--- config.mk ---
export PLATFORM = sky130hd
export DESIGN_NAME = msi_cap_regs
export DESIGN_NICKNAME = d
export VERILOG_FILES = /design/src/rtl/msi_cap_pkg.sv /design/src/rtl/msi_cfg_decode.sv /design/src/rtl/msi_ctrl_reg.sv /design/src/rtl/msi_addr_reg.sv /design/src/rtl/msi_data_reg.sv /design/src/rtl/msi_cap_regs.sv
export SDC_FILE = /design/constraint.sdc
export NUM_CORES = 1
export LEC_CHECK = 0
export CELL_PAD_IN_SITES_DETAIL_PLACEMENT = 0
export CELL_PAD_IN_SITES_GLOBAL_PLACEMENT = 1
export CORE_MARGIN = 2
export CORE_UTILIZATION = 45
export DETAILED_ROUTE_END_ITERATION = 12
export DONT_BUFFER_PORTS = 1
export HOLD_SLACK_MARGIN = 0.02
export MAX_ROUTING_LAYER = met4
export PLACE_DENSITY_LB_ADDON = 0.1
export SLEW_MARGIN = 10
export SYNTH_ARGS = -nofsm -noshare
export SYNTH_HDL_FRONTEND = slang
export SYNTH_SLANG_ARGS = --single-unit
export TNS_END_PERCENT = 5
--- constraint.sdc ---
create_clock -name clk -period 2.5 [get_ports clk]
set_input_delay 0.125 -clock clk [delete_from_list [all_inputs] [get_ports clk]]
set_output_delay 0.125 -clock clk [all_outputs]
set_load 0.005 [all_outputs]
--- src/rtl/msi_cap_pkg.sv ---
package msi_cap_pkg;

  localparam logic [7:0] MSI_CAP_ID = 8'h05;

  // dword slots inside the capability window
  localparam logic [1:0] SLOT_HEAD    = 2'd0;
  localparam logic [1:0] SLOT_ADDR_LO = 2'd1;
  localparam logic [1:0] SLOT_SECOND  = 2'd2;
  localparam logic [1:0] SLOT_THIRD   = 2'd3;

  // where the data word lives for a given addressing mode
  function automatic logic [1:0] data_slot(input bit wide);
    return wide ? SLOT_THIRD : SLOT_SECOND;
  endfunction

  // granted exponent: request limited by capability
  function automatic logic [2:0] grant_exp(input logic [2:0] req, input logic [2:0] cap);
    return (req > cap) ? cap : req;
  endfunction

  // vector count from granted exponent
  function automatic logic [5:0] vec_count(input logic [2:0] e);
    return 6'd1 << e;
  endfunction

  // per-byte merge of a write into an existing word
  function automatic logic [31:0] byte_merge(input logic [31:0] old_w,
                                             input logic [31:0] new_w,
                                             input logic [3:0]  be);
    logic [31:0] r;
    for (int b = 0; b < 4; b++)
      r[b*8 +: 8] = be[b] ? new_w[b*8 +: 8] : old_w[b*8 +: 8];
    return r;
  endfunction

endpackage

--- src/rtl/msi_cfg_decode.sv ---
module msi_cfg_decode
  import msi_cap_pkg::*;
#(
  parameter int unsigned DW_W   = 3,
  parameter bit          ADDR64 = 1'b1
) (
  input  logic [DW_W-1:0] cfg_dw,
  input  logic            cfg_wr,
  output logic            hit_head,
  output logic            hit_addr_lo,
  output logic            hit_addr_hi,
  output logic            hit_data,
  output logic            wr_head,
  output logic            wr_addr_lo,
  output logic            wr_addr_hi,
  output logic            wr_data
);

  logic       in_win;
  logic [1:0] slot;

  assign slot = cfg_dw[1:0];

  generate
    if (DW_W > 2) begin : g_wide_idx
      assign in_win = ~|cfg_dw[DW_W-1:2];
    end else begin : g_narrow_idx
      assign in_win = 1'b1;
    end
  endgenerate

  assign hit_head    = in_win && (slot == SLOT_HEAD);
  assign hit_addr_lo = in_win && (slot == SLOT_ADDR_LO);
  assign hit_addr_hi = in_win && ADDR64 && (slot == SLOT_SECOND);
  assign hit_data    = in_win && (slot == data_slot(ADDR64));

  assign wr_head    = cfg_wr && hit_head;
  assign wr_addr_lo = cfg_wr && hit_addr_lo;
  assign wr_addr_hi = cfg_wr && hit_addr_hi;
  assign wr_data    = cfg_wr && hit_data;

endmodule

--- src/rtl/msi_ctrl_reg.sv ---
module msi_ctrl_reg
  import msi_cap_pkg::*;
#(
  parameter int unsigned MMC_CAP = 3,
  parameter bit          ADDR64  = 1'b1
) (
  input  logic        clk,
  input  logic        rst_n,
  input  logic        wr_en,
  input  logic        wr_enable_bit,
  input  logic [2:0]  wr_req_field,
  output logic        msi_en,
  output logic [15:0] ctrl_word,
  output logic [5:0]  vec_cnt
);

  localparam logic [2:0] CAP_BITS = 3'(MMC_CAP);
  localparam logic       WIDE_BIT = ADDR64;

  logic       en_q;
  logic [2:0] req_q;

  always_ff @(posedge clk or negedge rst_n) begin
    if (!rst_n) begin
      en_q  <= 1'b0;
      req_q <= 3'd0;
    end else if (wr_en) begin
      en_q  <= wr_enable_bit;
      req_q <= wr_req_field;
    end
  end

  assign msi_en    = en_q;
  assign ctrl_word = {8'h00, WIDE_BIT, req_q, CAP_BITS, en_q};
  assign vec_cnt   = vec_count(grant_exp(req_q, CAP_BITS));

endmodule

--- src/rtl/msi_addr_reg.sv ---
module msi_addr_reg
  import msi_cap_pkg::*;
#(
  parameter bit ADDR64 = 1'b1
) (
  input  logic        clk,
  input  logic        rst_n,
  input  logic        wr_lo,
  input  logic        wr_hi,
  input  logic [31:0] wdata,
  input  logic [3:0]  be,
  output logic [63:0] addr
);

  logic [31:0] lo_q;
  logic [31:0] lo_next;

  // bits 1:0 forced to zero on every write
  assign lo_next = byte_merge(lo_q, wdata, be) & 32'hFFFF_FFFC;

  always_ff @(posedge clk or negedge rst_n) begin
    if (!rst_n)     lo_q <= 32'd0;
    else if (wr_lo) lo_q <= lo_next;
  end

  generate
    if (ADDR64) begin : g_upper
      logic [31:0] hi_q;
      always_ff @(posedge clk or negedge rst_n) begin
        if (!rst_n)     hi_q <= 32'd0;
        else if (wr_hi) hi_q <= byte_merge(hi_q, wdata, be);
      end
      assign addr = {hi_q, lo_q};
    end else begin : g_no_upper
      logic unused_hi;
      assign unused_hi = wr_hi;
      assign addr = {32'd0, lo_q};
    end
  endgenerate

endmodule

--- src/rtl/msi_data_reg.sv ---
module msi_data_reg #(
  parameter int unsigned DATA_W = 16
) (
  input  logic              clk,
  input  logic              rst_n,
  input  logic              wr_en,
  input  logic [DATA_W-1:0] wdata,
  input  logic [DATA_W/8-1:0] be,
  output logic [DATA_W-1:0] data
);

  localparam int unsigned NB = DATA_W / 8;

  generate
    for (genvar b = 0; b < NB; b++) begin : g_lane
      logic [7:0] lane_q;
      always_ff @(posedge clk or negedge rst_n) begin
        if (!rst_n)               lane_q <= 8'd0;
        else if (wr_en && be[b])  lane_q <= wdata[b*8 +: 8];
      end
      assign data[b*8 +: 8] = lane_q;
    end
  endgenerate

endmodule

--- src/rtl/msi_cap_regs.sv ---
module msi_cap_regs
  import msi_cap_pkg::*;
#(
  parameter logic [7:0]  NEXT_PTR   = 8'h00,
  parameter bit          ADDR64     = 1'b1,
  parameter int unsigned MMC_CAP    = 3,
  parameter int unsigned DW_W       = 3,
  parameter int unsigned MSG_DATA_W = 16
) (
  input  logic                  clk,
  input  logic                  rst_n,
  input  logic                  cfg_wr,
  input  logic [DW_W-1:0]       cfg_dw,
  input  logic [31:0]           cfg_wdata,
  input  logic [3:0]            cfg_be,
  output logic [31:0]           cfg_rdata,
  input  logic                  intx_req,
  output logic                  intx_out,
  output logic                  msi_en,
  output logic [5:0]            msi_vec_cnt,
  output logic [63:0]           msi_addr,
  output logic [MSG_DATA_W-1:0] msi_data
);

  localparam int unsigned DATA_NB = MSG_DATA_W / 8;

  // decode results, also watched by the checker
  logic hit_head, hit_addr_lo, hit_addr_hi, hit_data;
  logic wr_head, wr_addr_lo, wr_addr_hi, wr_data;

  // named write events
  logic ev_ctrl_wr, ev_addr_lo_wr, ev_addr_hi_wr, ev_data_wr;

  logic [15:0] ctrl_word;

  msi_cfg_decode #(.DW_W(DW_W), .ADDR64(ADDR64)) u_dec (
    .cfg_dw      (cfg_dw),
    .cfg_wr      (cfg_wr),
    .hit_head    (hit_head),
    .hit_addr_lo (hit_addr_lo),
    .hit_addr_hi (hit_addr_hi),
    .hit_data    (hit_data),
    .wr_head     (wr_head),
    .wr_addr_lo  (wr_addr_lo),
    .wr_addr_hi  (wr_addr_hi),
    .wr_data     (wr_data)
  );

  // control word lives in byte lane 2 of the head dword
  assign ev_ctrl_wr    = wr_head && cfg_be[2];
  assign ev_addr_lo_wr = wr_addr_lo && |cfg_be;
  assign ev_addr_hi_wr = wr_addr_hi && |cfg_be;
  assign ev_data_wr    = wr_data && |cfg_be[DATA_NB-1:0];

  msi_ctrl_reg #(.MMC_CAP(MMC_CAP), .ADDR64(ADDR64)) u_ctrl (
    .clk           (clk),
    .rst_n         (rst_n),
    .wr_en         (ev_ctrl_wr),
    .wr_enable_bit (cfg_wdata[16]),
    .wr_req_field  (cfg_wdata[22:20]),
    .msi_en        (msi_en),
    .ctrl_word     (ctrl_word),
    .vec_cnt       (msi_vec_cnt)
  );

  msi_addr_reg #(.ADDR64(ADDR64)) u_addr (
    .clk   (clk),
    .rst_n (rst_n),
    .wr_lo (ev_addr_lo_wr),
    .wr_hi (ev_addr_hi_wr),
    .wdata (cfg_wdata),
    .be    (cfg_be),
    .addr  (msi_addr)
  );

  msi_data_reg #(.DATA_W(MSG_DATA_W)) u_data (
    .clk   (clk),
    .rst_n (rst_n),
    .wr_en (ev_data_wr),
    .wdata (cfg_wdata[MSG_DATA_W-1:0]),
    .be    (cfg_be[DATA_NB-1:0]),
    .data  (msi_data)
  );

  always_comb begin
    cfg_rdata = 32'd0;
    if (hit_head)    cfg_rdata = {ctrl_word, NEXT_PTR, MSI_CAP_ID};
    if (hit_addr_lo) cfg_rdata = msi_addr[31:0];
    if (hit_addr_hi) cfg_rdata = msi_addr[63:32];
    if (hit_data)    cfg_rdata = 32'(msi_data);
  end

  // legacy request blocked while messages are enabled
  assign intx_out = intx_req && !msi_en;

endmodule

==> flow_summary.json, run 1 <==
{
  "final-max-slew-violation-count": 0,
  "final_common_cell": "dfrtp_1",
  "synth_seq_area_share": 0.533,
  "ys_async_sr_fraction": 1.00,
  "final_cells": 436,
  "synth_ff_type": "dfrtp_1",
  "synth_area_per_cell_um2": 13.0,
  "ir_drop_mv": 0.389,
  "area.growth.synth_to_final_pct": 16.1,
  "drive_gt1_frac": 0.269,
  "htreeDepth": 3,
  "slowest_stage": "dfrtp_1",
  "core_area_mm2": 0.00826,
  "first_iter_violations": 81,
  "vias_per_cell": 5.67,
  "io_pins": 163,
  "finalHoldViolCount": 0,
  "dpl.hpwl_mm": 6.08,
  "drtPass1Iterations": 4,
  "skew_ps": 0,
  "grt-ovfl-total": 0,
  "num_antenna_cells": 0,
  "crit_path_end_kind": "primary output",
  "grt_pass1_wl_mm": 13.9,
  "track_usage": 0.205,
  "status": "complete, no violations",
  "nFillCells": 723,
  "finalSetupViolCount": 0,
  "grt_max_degree": 83,
  "cp_data_arrival_time_ps": 1280,
  "post_cts_buffers": 0,
  "clock-sinks": 82,
  "min_period_over_period": 0.561,
  "mostFrequentLayoutCells": "dfrtp_1 (82), mux2_2 (63), dlygate4sd3_1 (33)",
  "cpPeakStageDelay_ps": 430,
  "multi_input_area_mm2": 0.00170,
  "crit_family": "flip-flops",
  "fin_crit_ps": 1400,
  "yosysWarnings": 0,
  "fmax_mhz": 713,
  "num_vias": 2471,
  "fin_setup_tns_ps": 0,
  "worstPathMaxFanout": 3,
  "path_cells": "mux2_2 -> a22oi_1 -> nor2_1",
  "numCtsBuffers": 9,
  "antenna_found_initial": 0,
  "num_rows": 33,
  "die_x_um": 96.5,
  "routabilityCongestion": 0.714,
  "dieHeight_um": 96.5,
  "first_global_vias": 2610,
  "post-place-cells": 387,
  "drc_errors": 0,
  "ys_ff_latch": 82,
  "synth_cells": 296,
  "nNetsFinal": 370,
  "cts-root-buf": "clkbuf_8",
  "hold_class": "in -> reg",
  "critPathLaunchType": "register",
  "path_class": "reg -> out",
  "rsz0062_at_grt": "no",
  "drt_wl_total_mm": 9.18,
  "clk_pin_slew_ps": 80,
  "cp.required_ps": 2380,
  "synth-edff-count": 0,
  "synthesis.area_mm2": 0.00385,
  "regArea_mm2": 0.00205,
  "clk-insertion-delay-late_ps": 330,
  "power.density_mw_per_mm2": 794,
  "die_area_mm2": 0.00931,
  "path_buf_inv": 0,
  "leakage_nw": 1.98,
  "tritoncts": "built",
  "drv_cap": 0,
  "ys_types": 26,
  "wl_per_cell_um": 21.1,
  "port_buffers": 0,
  "antenna_left": 0,
  "start_util": 0.466,
  "cts_max_path_buffers": 2
}
## state kept, by name, indices dropped and copies added (netlist names)
register / cells
u_addr.g_upper.hi_q: 32
u_addr.lo_q: 30
u_data.g_lane.lane_q: 16
u_ctrl.req_q: 3
u_ctrl.msi_en: 1
## per-stage QoR
step | setup WS [ps] | util | hold slack (ps) | power [mW] | instance area, um^2
3_5_place_dp | 1190 | 0.474 | -169 | 2.51 | 3910
3_3_place_gp | 1260 | 0.474 | -169 | 2.49 | 3910
6_report | 1100 | 0.542 | 150 | 3.55 | 4470
4_1_cts | 1090 | 0.542 | 146 | 3.60 | 4470
5_1_grt | 1010 | 0.542 | 159 | 3.77 | 4470
2_1_floorplan | 1250 | - | -171 | 2.37 | 3860
## power breakdown
group          internal [mW]  switching, mW
registers               1.64          0.332
clock network          0.558          0.439
logic                  0.364          0.222
## synth_stat cells (5+ instances only)
cell	instances	area, um^2
dfrtp_1	82	2050
mux2_2	63	709
mux2_1	32	360
nor2_1	26	97.6
a22oi_1	22	165
clkbuf_1	8	30.0
nand2_2	7	43.8
buf_2	6	30.0
mux2i_1	6	60.1
a21o_1	5	37.5
buf_4	5	37.5
inv_1	5	18.8
nor2b_1	5	31.3
## metal layers
layer / track usage / up-vias / wire [um]
met2: 0.313 / 107 / 4390
met1: 0.263 / 1228 / 3910
met4: 0.0657 / 0 / 112
met3: 0.0636 / 12 / 776
met5: - / - / 0
li1: - / 1124 / -
## final cells by class
class | count | area share
Tap cell | 105 | 0.0294
Timing Repair Buffer | 36 | 0.0834
Inverter | 5 | 0.00420
Clock inverter | 3 | 0.0145
Clock buffer | 12 | 0.0302
Sequential cell | 82 | 0.459
Multi-Input combinational cell | 193 | 0.379
## timing repair
| action | CTS | global route |
|---|---|---|
| hold endpoints to repair | 164 | 0 |
| hold buffers | 34 | 0 |
| resized for setup | 0 | 0 |
## logic make-up after synthesis
family	count (synthesis)	synth area share
DFF	82	0.533
AOI/OAI and AO/OA	36	0.0692
and+or+nand+nor	52	0.0734
buffers and inverters	24	0.0302
muxes	101	0.293
other	1	0.000974
## path summary, 6_finish.rpt
path | from | end | slack, ps | cells past startpoint
min in group asynchronous | rst_n | u_data.g_lane[1].lane_q[2]$_DFFE_PN0P_ | 360 | 2
min reg2reg | u_addr.g_upper.hi_q[15]$_DFFE_PN0P_ | u_addr.g_upper.hi_q[15]$_DFFE_PN0P_ | 540 | 1
max | u_addr.g_upper.hi_q[6]$_DFFE_PN0P_ | cfg_rdata[6] | 1100 | 3
min | cfg_be[2] | u_ctrl.req_q[0]$_DFFE_PN0P_ | 150 | 2
max in group asynchronous | rst_n | u_addr.lo_q[7]$_DFFE_PN0P_ | 1780 | 2
max reg2reg | u_addr.g_upper.hi_q[18]$_DFFE_PN0P_ | u_addr.g_upper.hi_q[18]$_DFFE_PN0P_ | 1660 | 1
Power figures use the tool's default switching activity.
==> run 2: changes to the inputs <==
==> constraint.sdc (replaced) <==
create_clock -name clk -period 1.39 [get_ports clk]
set_input_delay 0.0695 -clock clk [delete_from_list [all_inputs] [get_ports clk]]
set_output_delay 0.0695 -clock clk [all_outputs]
set_load 0.005 [all_outputs]
==> flow_summary.json, run 2 (synthesis results as in run 1) <==
{
  "intPower_mw": 4.47,
  "fin_setup_tns_ps": 0,
  "slowest_stage": "dfrtp_1",
  "htreeDepth": 3,
  "dpl.hpwl_mm": 6.19,
  "drc_errors": 0,
  "nFillCells": 744,
  "numCtsBuffers": 9,
  "top_regs": "u_addr.g_upper.hi_q: 32 flops, u_addr.lo_q: 30 flops, u_data.g_lane.lane_q: 16 flops",
  "nNetsFinal": 370,
  "hold_buffers": 32,
  "violations": "negative hold slack",
  "track_usage": 0.208,
  "skew_ps": 0,
  "antenna_left": 0,
  "netSwitchingPower_mw": 1.76,
  "start_util": 0.466,
  "tritoncts": "built",
  "clk_pin_slew_ps": 80,
  "sw_frac_of_total": 0.283,
  "crit_family": "flip-flops",
  "finalHoldViolCount": 82,
  "finalSetupViolCount": 0,
  "clock-sinks": 82,
  "p_clk_frac": 0.267,
  "final-max-slew-violation-count": 0,
  "final_common_cell": "dfrtp_1",
  "critPathLaunchType": "register",
  "cts-root-buf": "clkbuf_8",
  "ir_drop_mv": 0.596,
  "die_area_mm2": 0.00931,
  "cp_data_arrival_time_ps": 1270,
  "status": "finished with violations",
  "path_buf_inv": 0,
  "fmax_mhz": 748,
  "dieHeight_um": 96.5,
  "largest_reg_flops": 32,
  "p_comb_frac": 0.163,
  "routabilityCongestion": 0.807,
  "top_register": "u_addr.g_upper.hi_q",
  "drtPass1Iterations": 4,
  "mostFrequentLayoutCells": "dfrtp_1 (81), mux2_2 (63), mux2_1 (32), dlygate4sd3_1 (32), nor2_1 (26)",
  "first_iter_violations": 58,
  "leakage_nw": 1.97,
  "num_rows": 33,
  "num_antenna_cells": 0,
  "design_area_mm2": 0.00446,
  "grt-ovfl-total": 0,
  "core_area_mm2": 0.00826,
  "antenna_found_initial": 0,
  "io_pins": 163,
  "wl_per_cell_um": 21.2,
  "port_buffers": 0,
  "path_class": "reg -> out",
  "placed_area_mm2": 0.00393,
  "worstPathMaxFanout": 3,
  "cpPeakStageDelay_ps": 420,
  "die_x_um": 96.5,
  "first_global_vias": 2512,
  "rsz0062_at_grt": "yes",
  "drt_wl_total_mm": 9.24,
  "min_period_over_period": 0.961,
  "cp.required_ps": 1320,
  "grt_max_degree": 83,
  "vias_per_cell": 5.73,
  "fin_crit_ps": 1340,
  "drv_cap": 0,
  "holdWs_ps": -590,
  "fin_util": 0.540,
  "sequentialPowerShare": 0.570,
  "grt_pass1_wl_mm": 13.9,
  "hold_class": "in -> async",
  "path_cells": "mux2_2 -> a22oi_1 -> nor2_1",
  "power.density_mw_per_mm2": 1400,
  "cts_max_path_buffers": 2,
  "clk-insertion-delay-late_ps": 330,
  "drive_gt1_frac": 0.293,
  "num_vias": 2498,
  "crit_path_end_kind": "primary output",
  "area.growth.synth_to_final_pct": 15.9,
  "dp_slack_ps": 190,
  "worst_slack_ps": 53.5
}
==> run 2: cell count changes in the layout (fill, tap and decap cells not counted), sizes merged <==
cell,change
clkinv,+1
dlygate4sd3,-1
bufinv,-1
buf,+1
==> run 2: path summary, 6_finish.rpt <==
check	slack, ps	cells past startpoint	end	start
setup / recovery	50	3	cfg_rdata[6]	u_data.g_lane[0].lane_q[6]$_DFFE_PN0P_
hold / removal	-590	0	u_addr.lo_q[11]$_DFFE_PN0P_	rst_n
hold reg to reg	560	1	u_addr.g_upper.hi_q[12]$_DFFE_PN0P_	u_addr.g_upper.hi_q[12]$_DFFE_PN0P_
min in group clk	80	2	u_addr.g_upper.hi_q[24]$_DFFE_PN0P_	cfg_be[3]
setup reg to reg	530	1	u_addr.g_upper.hi_q[18]$_DFFE_PN0P_	u_addr.g_upper.hi_q[18]$_DFFE_PN0P_
max in group asynchronous	1810	0	u_addr.g_upper.hi_q[7]$_DFFE_PN0P_	rst_n
==> run 2: per-stage QoR <==
stage	std cells	total power, mW
2_1_floorplan	299	4.26
3_3_place_gp	389	4.48
3_5_place_dp	389	4.51
4_1_cts	436	6.28
5_1_grt	436	6.62
6_report	436	6.23
==> run 2: timing repair <==
| action | in CTS | in global routing |
|---|---|---|
| gates resized for setup | 0 | 6 |
| setup endpoints to repair | 0 | 11 |
| hold endpoints to repair | 164 | 82 |
| setup buffers | 0 | 0 |
==> run 2: power groups by stage <==
stage                     Clock [mW]  Combinational, mW  Sequential, mW
after CTS                       1.72               1.01            3.55
after detailed placement           0              0.917            3.60
after global routing            1.82               1.15            3.66
after floorplan                    0              0.859            3.40
final                           1.67               1.02            3.55
after global placement             0              0.886            3.59
==> run 2: layout make-up <==
class	count	area, um^2	area share
timing repair buffer	36	350	0.0785
sequential	82	2050	0.460
clock inverter	3	40.0	0.00897
inverter	5	18.8	0.00421
tap	105	131	0.0294
multi-input combinational	193	1720	0.386
clock buffer	12	145	0.0325
==> run 2: routing by layer <==
metal	up-vias	part of all wire	track usage
li1	1119	-	-
met1	1274	0.44	0.272
met2	94	0.48	0.314
met3	11	0.071	0.0597
met4	0	0.013	0.0704
met5	-	0	-
==> run 3: changes to the inputs <==
--- a/config.mk
+++ b/config.mk
@@ -7,7 +7,6 @@
 export LEC_CHECK = 0
 export CELL_PAD_IN_SITES_DETAIL_PLACEMENT = 0
 export CELL_PAD_IN_SITES_GLOBAL_PLACEMENT = 1
-export CORE_MARGIN = 2
 export CORE_UTILIZATION = 45
 export DETAILED_ROUTE_END_ITERATION = 12
 export DONT_BUFFER_PORTS = 1
==> flow_summary.json, run 3 (synthesis results as in run 1) <==
{
  "fin_crit_ps": 1330,
  "numCtsBuffers": 9,
  "power.density_mw_per_mm2": 1420,
  "drive_gt1_frac": 0.291,
  "antenna_found_initial": 0,
  "cts_max_path_buffers": 2,
  "die_area_mm2": 0.00893,
  "dpl.hpwl_mm": 5.96,
  "start_util": 0.466,
  "area.growth.synth_to_final_pct": 16.1,
  "clock-sinks": 82,
  "num_rows": 33,
  "final-max-slew-violation-count": 0,
  "routabilityCongestion": 0.739,
  "first_global_vias": 2630,
  "path_class": "reg -> out",
  "skew_ps": 0,
  "num_antenna_cells": 0,
  "core_area_mm2": 0.00826,
  "die_x_um": 94.5,
  "grt-ovfl-total": 0,
  "port_buffers": 0,
  "mostFrequentLayoutCells": "dfrtp_1 (82), mux2_2 (63), mux2_1 (32), dlygate4sd3_1 (32), nor2_1 (26)",
  "clk-insertion-delay-late_ps": 340,
  "post_cts_buffers": 0,
  "ir_drop_mv": 0.739,
  "drt_wl_total_mm": 9.23,
  "grt_max_degree": 83,
  "htreeDepth": 3,
  "final_common_cell": "dfrtp_1",
  "fin_setup_tns_ps": 0,
  "top_register": "u_addr.g_upper.hi_q",
  "first_iter_violations": 66,
  "drv_cap": 0,
  "hold_class": "in -> async",
  "dp_slack_ps": 205,
  "top_usage_layer": "met2",
  "antenna_left": 0,
  "grt_util_met3": 0.0644,
  "finalSetupViolCount": 0,
  "worst_slack_ps": 62.6,
  "crit_path_end_kind": "primary output",
  "drtPass1Iterations": 4,
  "top_regs": "u_addr.g_upper.hi_q: 32 flops, u_addr.lo_q: 30 flops, u_data.g_lane.lane_q: 16 flops",
  "largest_reg_flops": 32,
  "worstPathMaxFanout": 3,
  "status": "finished with violations",
  "cts-root-buf": "clkbuf_8",
  "finalHoldViolCount": 82,
  "drc_errors": 0,
  "met2_usage": 0.337,
  "min_period_over_period": 0.955,
  "tritoncts": "built",
  "leakage_nw": 1.97,
  "critPathLaunchType": "register",
  "grt_pass1_wl_mm": 14.1,
  "violations": "negative hold slack",
  "io_pins": 163,
  "hold_buffers": 32,
  "placed_area_mm2": 0.00392,
  "grt.met1_usage": 0.272,
  "wl_per_cell_um": 21.2,
  "rsz0062_at_grt": "yes",
  "vias_per_cell": 5.81,
  "clk_pin_slew_ps": 80,
  "dieHeight_um": 94.5,
  "cp_data_arrival_time_ps": 1260,
  "track_usage": 0.218,
  "holdWs_ps": -586,
  "nNetsFinal": 369,
  "num_vias": 2527,
  "cp.required_ps": 1320,
  "design_area_mm2": 0.00447,
  "fmax_mhz": 753
}
run 3: cell count changes in the layout (fill, tap and decap cells not counted), sizes merged:
cell    change
clkinv      -1
clkbuf      +1
buf         -1
run 3: layout make-up:
class | instances | area (um^2)
Fill cell | 735 | 3790
Sequential cell | 82 | 2050
Multi-Input combinational cell | 193 | 1720
Timing Repair Buffer | 35 | 343
Clock buffer | 13 | 169
Tap cell | 105 | 131
Clock inverter | 2 | 35.0
Inverter | 5 | 18.8
run 3: critical path, cell delays in order (launching register included):
cell	delay [ps]
dfrtp_1	420
mux2_2	280
a22oi_1	150
nor2_1	80
run 3: worst paths after layout:
kind                       slack [ps]                                     end  cells after the start                                   start
setup reg to reg                  520     u_addr.g_upper.hi_q[20]$_DFFE_PN0P_                      1     u_addr.g_upper.hi_q[20]$_DFFE_PN0P_
setup / recovery                   60                            cfg_rdata[8]                      3  u_data.g_lane[1].lane_q[0]$_DFFE_PN0P_
hold reg to reg                   550     u_addr.g_upper.hi_q[25]$_DFFE_PN0P_                      1     u_addr.g_upper.hi_q[25]$_DFFE_PN0P_
hold / removal                   -590  u_data.g_lane[1].lane_q[5]$_DFFE_PN0P_                      0                                   rst_n
max in group asynchronous        1830  u_data.g_lane[0].lane_q[7]$_DFFE_PN0P_                      0                                   rst_n
min in group clk                   90     u_addr.g_upper.hi_q[19]$_DFFE_PN0P_                      2                               cfg_be[2]
run 3: where the power goes:
part           internal, mW  switching (mW)  leakage (nW)
Combinational         0.659           0.357         0.863
Sequential             2.94           0.599          1.01
Clock                 0.967           0.809         0.106
Total                  4.57            1.77          1.97
run 3: metal layers:
metal  up-vias  share of wire
met5         -              0
met4         0         0.0087
met3         8          0.088
met2       118           0.47
met1      1276           0.43
li1       1125              -
run 3: timing repair:
action / 4_1_cts / 5_1_grt
gates resized for setup: 0 / 5
hold endpoints to repair: 164 / 82
setup endpoints to repair: 0 / 6
run 3: per-stage QoR:
stage               power, mW  std cells  utilization
finish                   6.33        435        0.541
global route             6.70        435        0.541
CTS                      6.39        435        0.538
detailed placement       4.50        388        0.475
global placement         4.45        388        0.475
floorplan                4.26        299            -
